### src/rtl/hzd_pkg.sv
package hzd_pkg;
  typedef enum logic {
    ADDR_BIN   = 1'b0,
    ADDR_UNARY = 1'b1
  } addr_mode_e;

  function automatic int idx_w(int n);
    return (n > 1) ? $clog2(n) : 1;
  endfunction
endpackage

### src/rtl/hzd_addr_dec.sv
module hzd_addr_dec
  import hzd_pkg::*;
#(
  parameter int         NUM_REGS = 32,
  parameter addr_mode_e MODE     = ADDR_BIN,
  localparam int        IDXW     = idx_w(NUM_REGS)
) (
  input  logic                en_i,
  input  logic [NUM_REGS-1:0] val_i,
  output logic [NUM_REGS-1:0] mask_o
);
  generate
    if (MODE == ADDR_UNARY) begin : g_unary
      assign mask_o = en_i ? val_i : '0;
    end else begin : g_bin
      logic [NUM_REGS-1:0] one_hot;
      logic                unused_hi;
      assign unused_hi = ^val_i[NUM_REGS-1:IDXW];
      always_comb begin
        one_hot = '0;
        for (int r = 0; r < NUM_REGS; r++) begin
          if (val_i[IDXW-1:0] == IDXW'(r)) one_hot[r] = 1'b1;
        end
      end
      assign mask_o = en_i ? one_hot : '0;
    end
  endgenerate
endmodule

### src/rtl/hzd_edge_pulse.sv
module hzd_edge_pulse #(
  parameter int N = 2
) (
  input  logic         clk_i,
  input  logic         rst_ni,
  input  logic [N-1:0] lvl_i,
  output logic [N-1:0] pulse_o
);
  logic [N-1:0] lvl_q;

  always_ff @(posedge clk_i or negedge rst_ni) begin
    if (!rst_ni) lvl_q <= '0;
    else         lvl_q <= lvl_i;
  end

  assign pulse_o = lvl_i & ~lvl_q;
endmodule

### src/rtl/hzd_or_merge.sv
module hzd_or_merge #(
  parameter int N = 2,
  parameter int W = 32
) (
  input  logic [N*W-1:0] in_i,
  output logic [W-1:0]   out_o
);
  always_comb begin
    out_o = '0;
    for (int k = 0; k < N; k++) out_o = out_o | in_i[k*W +: W];
  end
endmodule

### src/rtl/hzd_scoreboard.sv
module hzd_scoreboard
  import hzd_pkg::*;
#(
  parameter int             NUM_REGS  = 32,
  parameter int             N_SET     = 2,
  parameter int             N_CLR     = 2,
  parameter bit [N_SET-1:0] SET_UNARY = 2'b10,
  parameter bit [N_CLR-1:0] CLR_UNARY = 2'b01,
  localparam int            IDXW      = idx_w(NUM_REGS)
) (
  input  logic                      clk_i,
  input  logic                      rst_ni,
  input  logic [N_SET-1:0]          set_issue_i,
  input  logic [N_SET-1:0]          set_sel_i,
  input  logic [N_SET-1:0]          set_wflag_i,
  input  logic [N_SET*NUM_REGS-1:0] set_val_i,
  input  logic [N_CLR-1:0]          clr_grant_i,
  input  logic [N_CLR*NUM_REGS-1:0] clr_val_i,
  input  logic [IDXW-1:0]           qry_idx_i,
  output logic                      qry_hit_o,
  output logic [NUM_REGS-1:0]       vec_o
);
  logic [N_SET-1:0]          set_en;
  logic [N_CLR-1:0]          clr_pulse;
  logic [N_SET*NUM_REGS-1:0] set_req;
  logic [N_CLR*NUM_REGS-1:0] clr_req;
  logic [NUM_REGS-1:0]       set_mask;
  logic [NUM_REGS-1:0]       clr_mask;
  logic [NUM_REGS-1:0]       vec_q;

  // set request: issuing, selected, and writing on this port
  assign set_en = set_issue_i & set_sel_i & set_wflag_i;

  hzd_edge_pulse #(.N(N_CLR)) u_grant_edge (
    .clk_i  (clk_i),
    .rst_ni (rst_ni),
    .lvl_i  (clr_grant_i),
    .pulse_o(clr_pulse)
  );

  generate
    for (genvar k = 0; k < N_SET; k++) begin : g_set
      hzd_addr_dec #(
        .NUM_REGS(NUM_REGS),
        .MODE    (SET_UNARY[k] ? ADDR_UNARY : ADDR_BIN)
      ) u_dec (
        .en_i  (set_en[k]),
        .val_i (set_val_i[k*NUM_REGS +: NUM_REGS]),
        .mask_o(set_req[k*NUM_REGS +: NUM_REGS])
      );
    end
    for (genvar k = 0; k < N_CLR; k++) begin : g_clr
      hzd_addr_dec #(
        .NUM_REGS(NUM_REGS),
        .MODE    (CLR_UNARY[k] ? ADDR_UNARY : ADDR_BIN)
      ) u_dec (
        .en_i  (clr_pulse[k]),
        .val_i (clr_val_i[k*NUM_REGS +: NUM_REGS]),
        .mask_o(clr_req[k*NUM_REGS +: NUM_REGS])
      );
    end
  endgenerate

  hzd_or_merge #(.N(N_SET), .W(NUM_REGS)) u_set_merge (
    .in_i (set_req),
    .out_o(set_mask)
  );

  hzd_or_merge #(.N(N_CLR), .W(NUM_REGS)) u_clr_merge (
    .in_i (clr_req),
    .out_o(clr_mask)
  );

  // set after clear: same-cycle collision keeps the new issue
  always_ff @(posedge clk_i or negedge rst_ni) begin
    if (!rst_ni) vec_q <= '0;
    else         vec_q <= (vec_q & ~clr_mask) | set_mask;
  end

  assign vec_o     = vec_q;
  assign qry_hit_o = (int'(qry_idx_i) < NUM_REGS) ? vec_q[qry_idx_i] : 1'b0;
endmodule

### config.mk
export PLATFORM = sky130hd
export DESIGN_NAME = hzd_scoreboard
export DESIGN_NICKNAME = d
export VERILOG_FILES = /design/src/rtl/hzd_pkg.sv /design/src/rtl/hzd_addr_dec.sv /design/src/rtl/hzd_edge_pulse.sv /design/src/rtl/hzd_or_merge.sv /design/src/rtl/hzd_scoreboard.sv
export SDC_FILE = /design/constraint.sdc
export NUM_CORES = 1
export LEC_CHECK = 0
export ABC_AREA = 1
export CAP_MARGIN = 20
export CORE_MARGIN = 2
export CORE_UTILIZATION = 40
export DETAILED_ROUTE_END_ITERATION = 6
export PLACE_DENSITY = 0.81
export SYNTH_ARGS = -nofsm -noshare
export SYNTH_HDL_FRONTEND = slang
export SYNTH_HIERARCHICAL = 1
export SYNTH_SLANG_ARGS = --single-unit
export TNS_END_PERCENT = 30
### constraint.sdc
create_clock -name clk_i -period 2.6 [get_ports clk_i]
set_input_delay 0.52 -clock clk_i [delete_from_list [all_inputs] [get_ports clk_i]]
set_output_delay 0.52 -clock clk_i [all_outputs]
set_load 0.01 [all_outputs]
# After elaboration in Yosys (flattened, before gate mapping)
# Index checks and enable logic that the tools add are counted.
[classes] addsub=0 multipliers=0 n_div=0 n_lt_le_gt_ge=1 eq_ne=62 shift=0 muxes=70 bitwise=9 n_reduce_logical=2
[ops] op="$eq A5 B5 Y1 const B" count=32
[ops] op="$mux W32" count=4
[ops] op="$or A32 B32 Y32" count=3
[ops] op="$eq A5 B4 Y1 const B" count=16
[ops] op="$mux W1" count=65
[ops] op="$eq A5 B3 Y1 const B" count=8
[ops] op="$and A32 B32 Y32" count=1
[ops] op="$not A32 Y32" count=1
[ops] op="$eq A5 B2 Y1 const B" count=4
[ops] op="$eq A5 B1 Y1 const B" count=2
[ops] op="$logic_not A5 Y1" count=2
[ops] op="$and A2 B2 Y2" count=3
[ops] op="$lt A5 B6 Y1 const B" count=1
[ops] op="$bmux W1 S5" count=1
[ops] op="$not A2 Y2" count=1
[totals] register_bits=34 latch_bits=0 ram_bits=0 rom_bits=0 inputBits=143 output_inout_bits=33 elab_cells=146 n_memories=0

# Longest topological paths before layout
# Gate-level depths: netlist (run 1).
[depth] depth_word=7 depth_mapped=11 mapped_depth_nobuf=9

# Modules after synthesis
# Netlist (run 1), hierarchy kept.
[by_module_without_submodules] mod="hzd_scoreboard" instances=1 cells_per_inst=176 area_per_inst_um2=1546.5 seq_area_each_um2=800.8
[by_module_without_submodules] mod="hzd_or_merge" instances=2 cells_per_inst=96 area_per_inst_um2=360.3 seq_area_each_um2=0.0
[by_module_without_submodules] mod="hzd_addr_dec at g_clr[0].u_dec ..." instances=2 cells_per_inst=67 area_per_inst_um2=274.0 seq_area_each_um2=0.0
[by_module_without_submodules] mod="hzd_addr_dec at g_clr[1].u_dec ..." instances=2 cells_per_inst=67 area_per_inst_um2=266.5 seq_area_each_um2=0.0
[by_module_without_submodules] mod="hzd_edge_pulse" instances=1 cells_per_inst=6 area_per_inst_um2=70.1 seq_area_each_um2=50.0

# Worst setup path after synthesis (run 1)
# Ideal clock, no wire load.
[synth_path] path_type="input port to output port" start="input port qry_idx_i[0]" end="output port qry_hit_o" arrival_time_ns=1.255 t_required_ns=2.080 path_slack_ns=0.825 cell_stages=11 n_path_buf=2 path_cell_list="buf_6 > inv_6 > buf_12 > nand2_1 > nand3_1 > nand3_1 > nand2_1 > nand2_1 > nand2_1 > nand2_1 > nand2_1"
[synth_between] elab_chain_len=2
[synth_lines] element="from (decl)" line_no="hzd_scoreboard.sv:19" text="input logic [IDXW-1:0] qry_idx_i,"
[synth_lines] element="$bmux W1 S5" line_no="hzd_scoreboard.sv:81" text="assign qry_hit_o = (int'(qry_idx_i) < NUM_REGS) ? vec_q[qry_idx_i] : 1'b0;"
[synth_lines] element="$mux W1 (not written as such)" line_no="hzd_scoreboard.sv:81"
[synth_lines] element="to (decl)" line_no="hzd_scoreboard.sv:20" text="output logic qry_hit_o,"
# No other way between the ends. The select of a mux whose other input is x is not followed.

# Final worst setup path (run 1)
[layout_path] start="input port qry_idx_i[1]" end="output port qry_hit_o"
# The elaborated chain is that of the path after synthesis.

==> results of run 1 <==
## final cells by class
class                   instances  area [µm²]
fillers                       841        3450
multi-input cells             349        1500
repair buffers                130        1310
inverters                     245         927
flip-flops and latches         34         851
well taps                     105         131
clock buffers                   6        82.6
## worst max-delay path, stage by stage
cell and delay [ps]:
clkdlybuf4s50_1 500, buf_4 180, nand3_1 90, nand3_1 100, nand2_1 80, nand2_1 70
nand2_1 60, nand2_1 50, nand2_1 40, dlygate4sd2_1 270
## per-stage QoR
step                      utilization, %  cells  TNS [ps]  total power (W)
final                               58.2    869         0          0.00178
after global routing                58.2    869         0          0.00189
after CTS                           57.8    867         0          0.00179
after detailed placement            56.7    861      -266          0.00140
after global placement              56.7    861      -245          0.00138
after floorplan                        -    642         0         0.000985
## timing repair
action / CTS / global route
endpoints found under the setup margin: 1 / 1
cloned: 0 / 1
buffers inserted: 0 / 1
resized for setup: 2 / 1
## layer usage
layer | track usage (%) | share of wire [%] | wire, µm
met1 | 29.3 | 44 | 4460
met2 | 39.9 | 48 | 4840
met3 | 2.48 | 6.9 | 702
met4 | 6.46 | 1.8 | 182
met5 | 0 | 0 | 0
## kinds of logic (layout without fill, tap and decap cells)
logic type | count (synthesis) | after routing
and+or+nand+nor | 317 | 317
buffers and inverters | 259 | 381
DFF | 34 | 34
AOI/OAI and AO/OA | 32 | 32
## power by group
group	internal, W	total (W)	switching, W
Sequential	0.000620	0.000710	0.0000909
Clock	0.000204	0.000392	0.000188
Combinational	0.000379	0.000680	0.000301
## registers in the layout, indices dropped and copies added (netlist names)
signal / cells
u_grant_edge/lvl_q: 2
vec_o: 32
## cell usage in the layout, fill, tap and decap left out, types with 2 or more instances in the layout
cell / count
and3_1: 2
buf_4: 7
clkbuf_8: 6
clkdlybuf4s50_1: 119
dfrtp_1: 34
inv_1: 243
nand2_1: 208
nand2_2: 5
nand3_1: 24
nor2_1: 68
nor2_2: 10
o21bai_1: 32
## final timing paths
| check | cells after the start | slack, ps | endpoint |
|---|---|---|---|
| worst max-delay path | 10 | 110 | qry_hit_o |
| max in group asynchronous | 2 | 1620 | vec_o[17] |
| worst min-delay path | 2 | 540 | vec_o[27] |
| min in group asynchronous | 2 | 660 | u_grant_edge/lvl_q[0] |
| worst max register to register | 6 | 1180 | vec_o[28] |
| worst min register to register | 2 | 540 | vec_o[27] |
==> impl_metrics.ini, run 1 <==
[clock_tree]
cts_buffers = 5
clk_pin_slew_ps = 70
clk_latency_ps = 280
root_buffer = clkbuf_8
cts_tree = yes
clock-sinks = 34
clock_path_buffers = 2
holdBufCountCts = 0
h-tree-depth = 2

[placed_design]
gp_congestion = 0.912
port_buffers = 121
dpl_worst_slack_ps = -266
placed_area_mm2 = 0.00469
dpl.hpwl_mm = 8.23

[logic_synthesis]
yosys_warnings = 6
synth_fp_nets = 785
yosys.area_share.simple_pct = 36.9
synth_compound_area_share_pct = 7.03
synth_xor_area_share_pct = 0
synth_cell_types = 15
yosys-top-cells-count = inv_1 (243), nand2_1 (208), nor2_1 (68), dfrtp_1 (34), o21bai_1 (32)
synth.avg_cell_area_um2 = 5.32
synth_edf_count = 0
ys.flop_type = dfrtp_1
synthCells = 642
netlist_area_mm2 = 0.00342
synth_top_family_by_area = simple AND/OR/NAND/NOR gates
seq_area_frac_synth_pct = 24.9
synthAdderAreaFrac_pct = 0
synth.area.mux_share_pct = 0
synth.area.top_cells = inv_1 (27%), dfrtp_1 (25%), nand2_1 (23%)
async_flop_share_pct = 100
post-synth-top-count-cell = inv_1
synth_top_area_cell = inv_1
synth_top_area_share_pct = 26.7
ys_ff_latch = 34

[grt]
grt_overflow = 0
grt_pass1_vias = 3488
grt_max_degree = 35
antenna_found_initial = 0
grt_first_pass_wirelength_mm = 15.9
gr-usage-all-layers_pct = 22.7

[timing]
fmax_ghz = 0.402
timing.hold.ws_ps = 540
fin_crit_ps = 2490
grt_setup_unrepaired = false
fin_skew_ps = 1.32
slew-limit-headroom_pct = 64.0
worstMarginPinSlew_ps = 539
layout_setup_ws_ps = 112
drv_slew = 0
hold_viol = 0
period_share_pct = 95.7
setup_viol = 0

[routing]
avgViaCountPerCell = 4.28
routed_wl_mm = 10.2
drt_iter0_markers = 152
wl_per_cell_um = 11.7
firstDrtPassIters = 5
drc_errors = 0
vias = 3718
ant_nets = 0

[worst_setup_path]
end_kind = primary output
crit_required_ps = 2080
r2r-start = u_grant_edge/lvl_q[1]
path_max_fanout = 8
critPathLaunch = qry_idx_i[1]
cp-start-kind = input port
crit_type = in -> out
cp.arrival_ps = 1970

[run_status]
status = completed

[hold_path]
hp-class = reg -> reg
min_from = vec_o[27]

[power]
leakage_nw = 2.81
power.density_mw_per_mm2 = 371
ir_drop_mv = 0.163

[floorplanning]
rows = 33
io_pins = 176
die_h_um = 96.4
core-area_mm2 = 0.00826
die_w_um = 96.4
start_util_pct = 41.4
die-area_mm2 = 0.00930

[finish]
antennaDiodeCount = 0
drive_gt1_share_pct = 4.19
synthToLayoutAreaGrowth_pct = 40.6
design_area_mm2 = 0.00480
nNetsFinal = 908

[flow_run]
cap_violations = 0
(Power assumes the default switching activity.)
==> inputs of run 2 (changes only) <==
--- a/config.mk
+++ b/config.mk
@@ -11,6 +11,7 @@
 export CORE_UTILIZATION = 40
 export DETAILED_ROUTE_END_ITERATION = 6
 export PLACE_DENSITY = 0.81
+export SLEW_MARGIN = 20
 export SYNTH_ARGS = -nofsm -noshare
 export SYNTH_HDL_FRONTEND = slang
 export SYNTH_HIERARCHICAL = 1
==> results of run 2 <==
Final layout, timing and power as in run 1 (identical DEF).
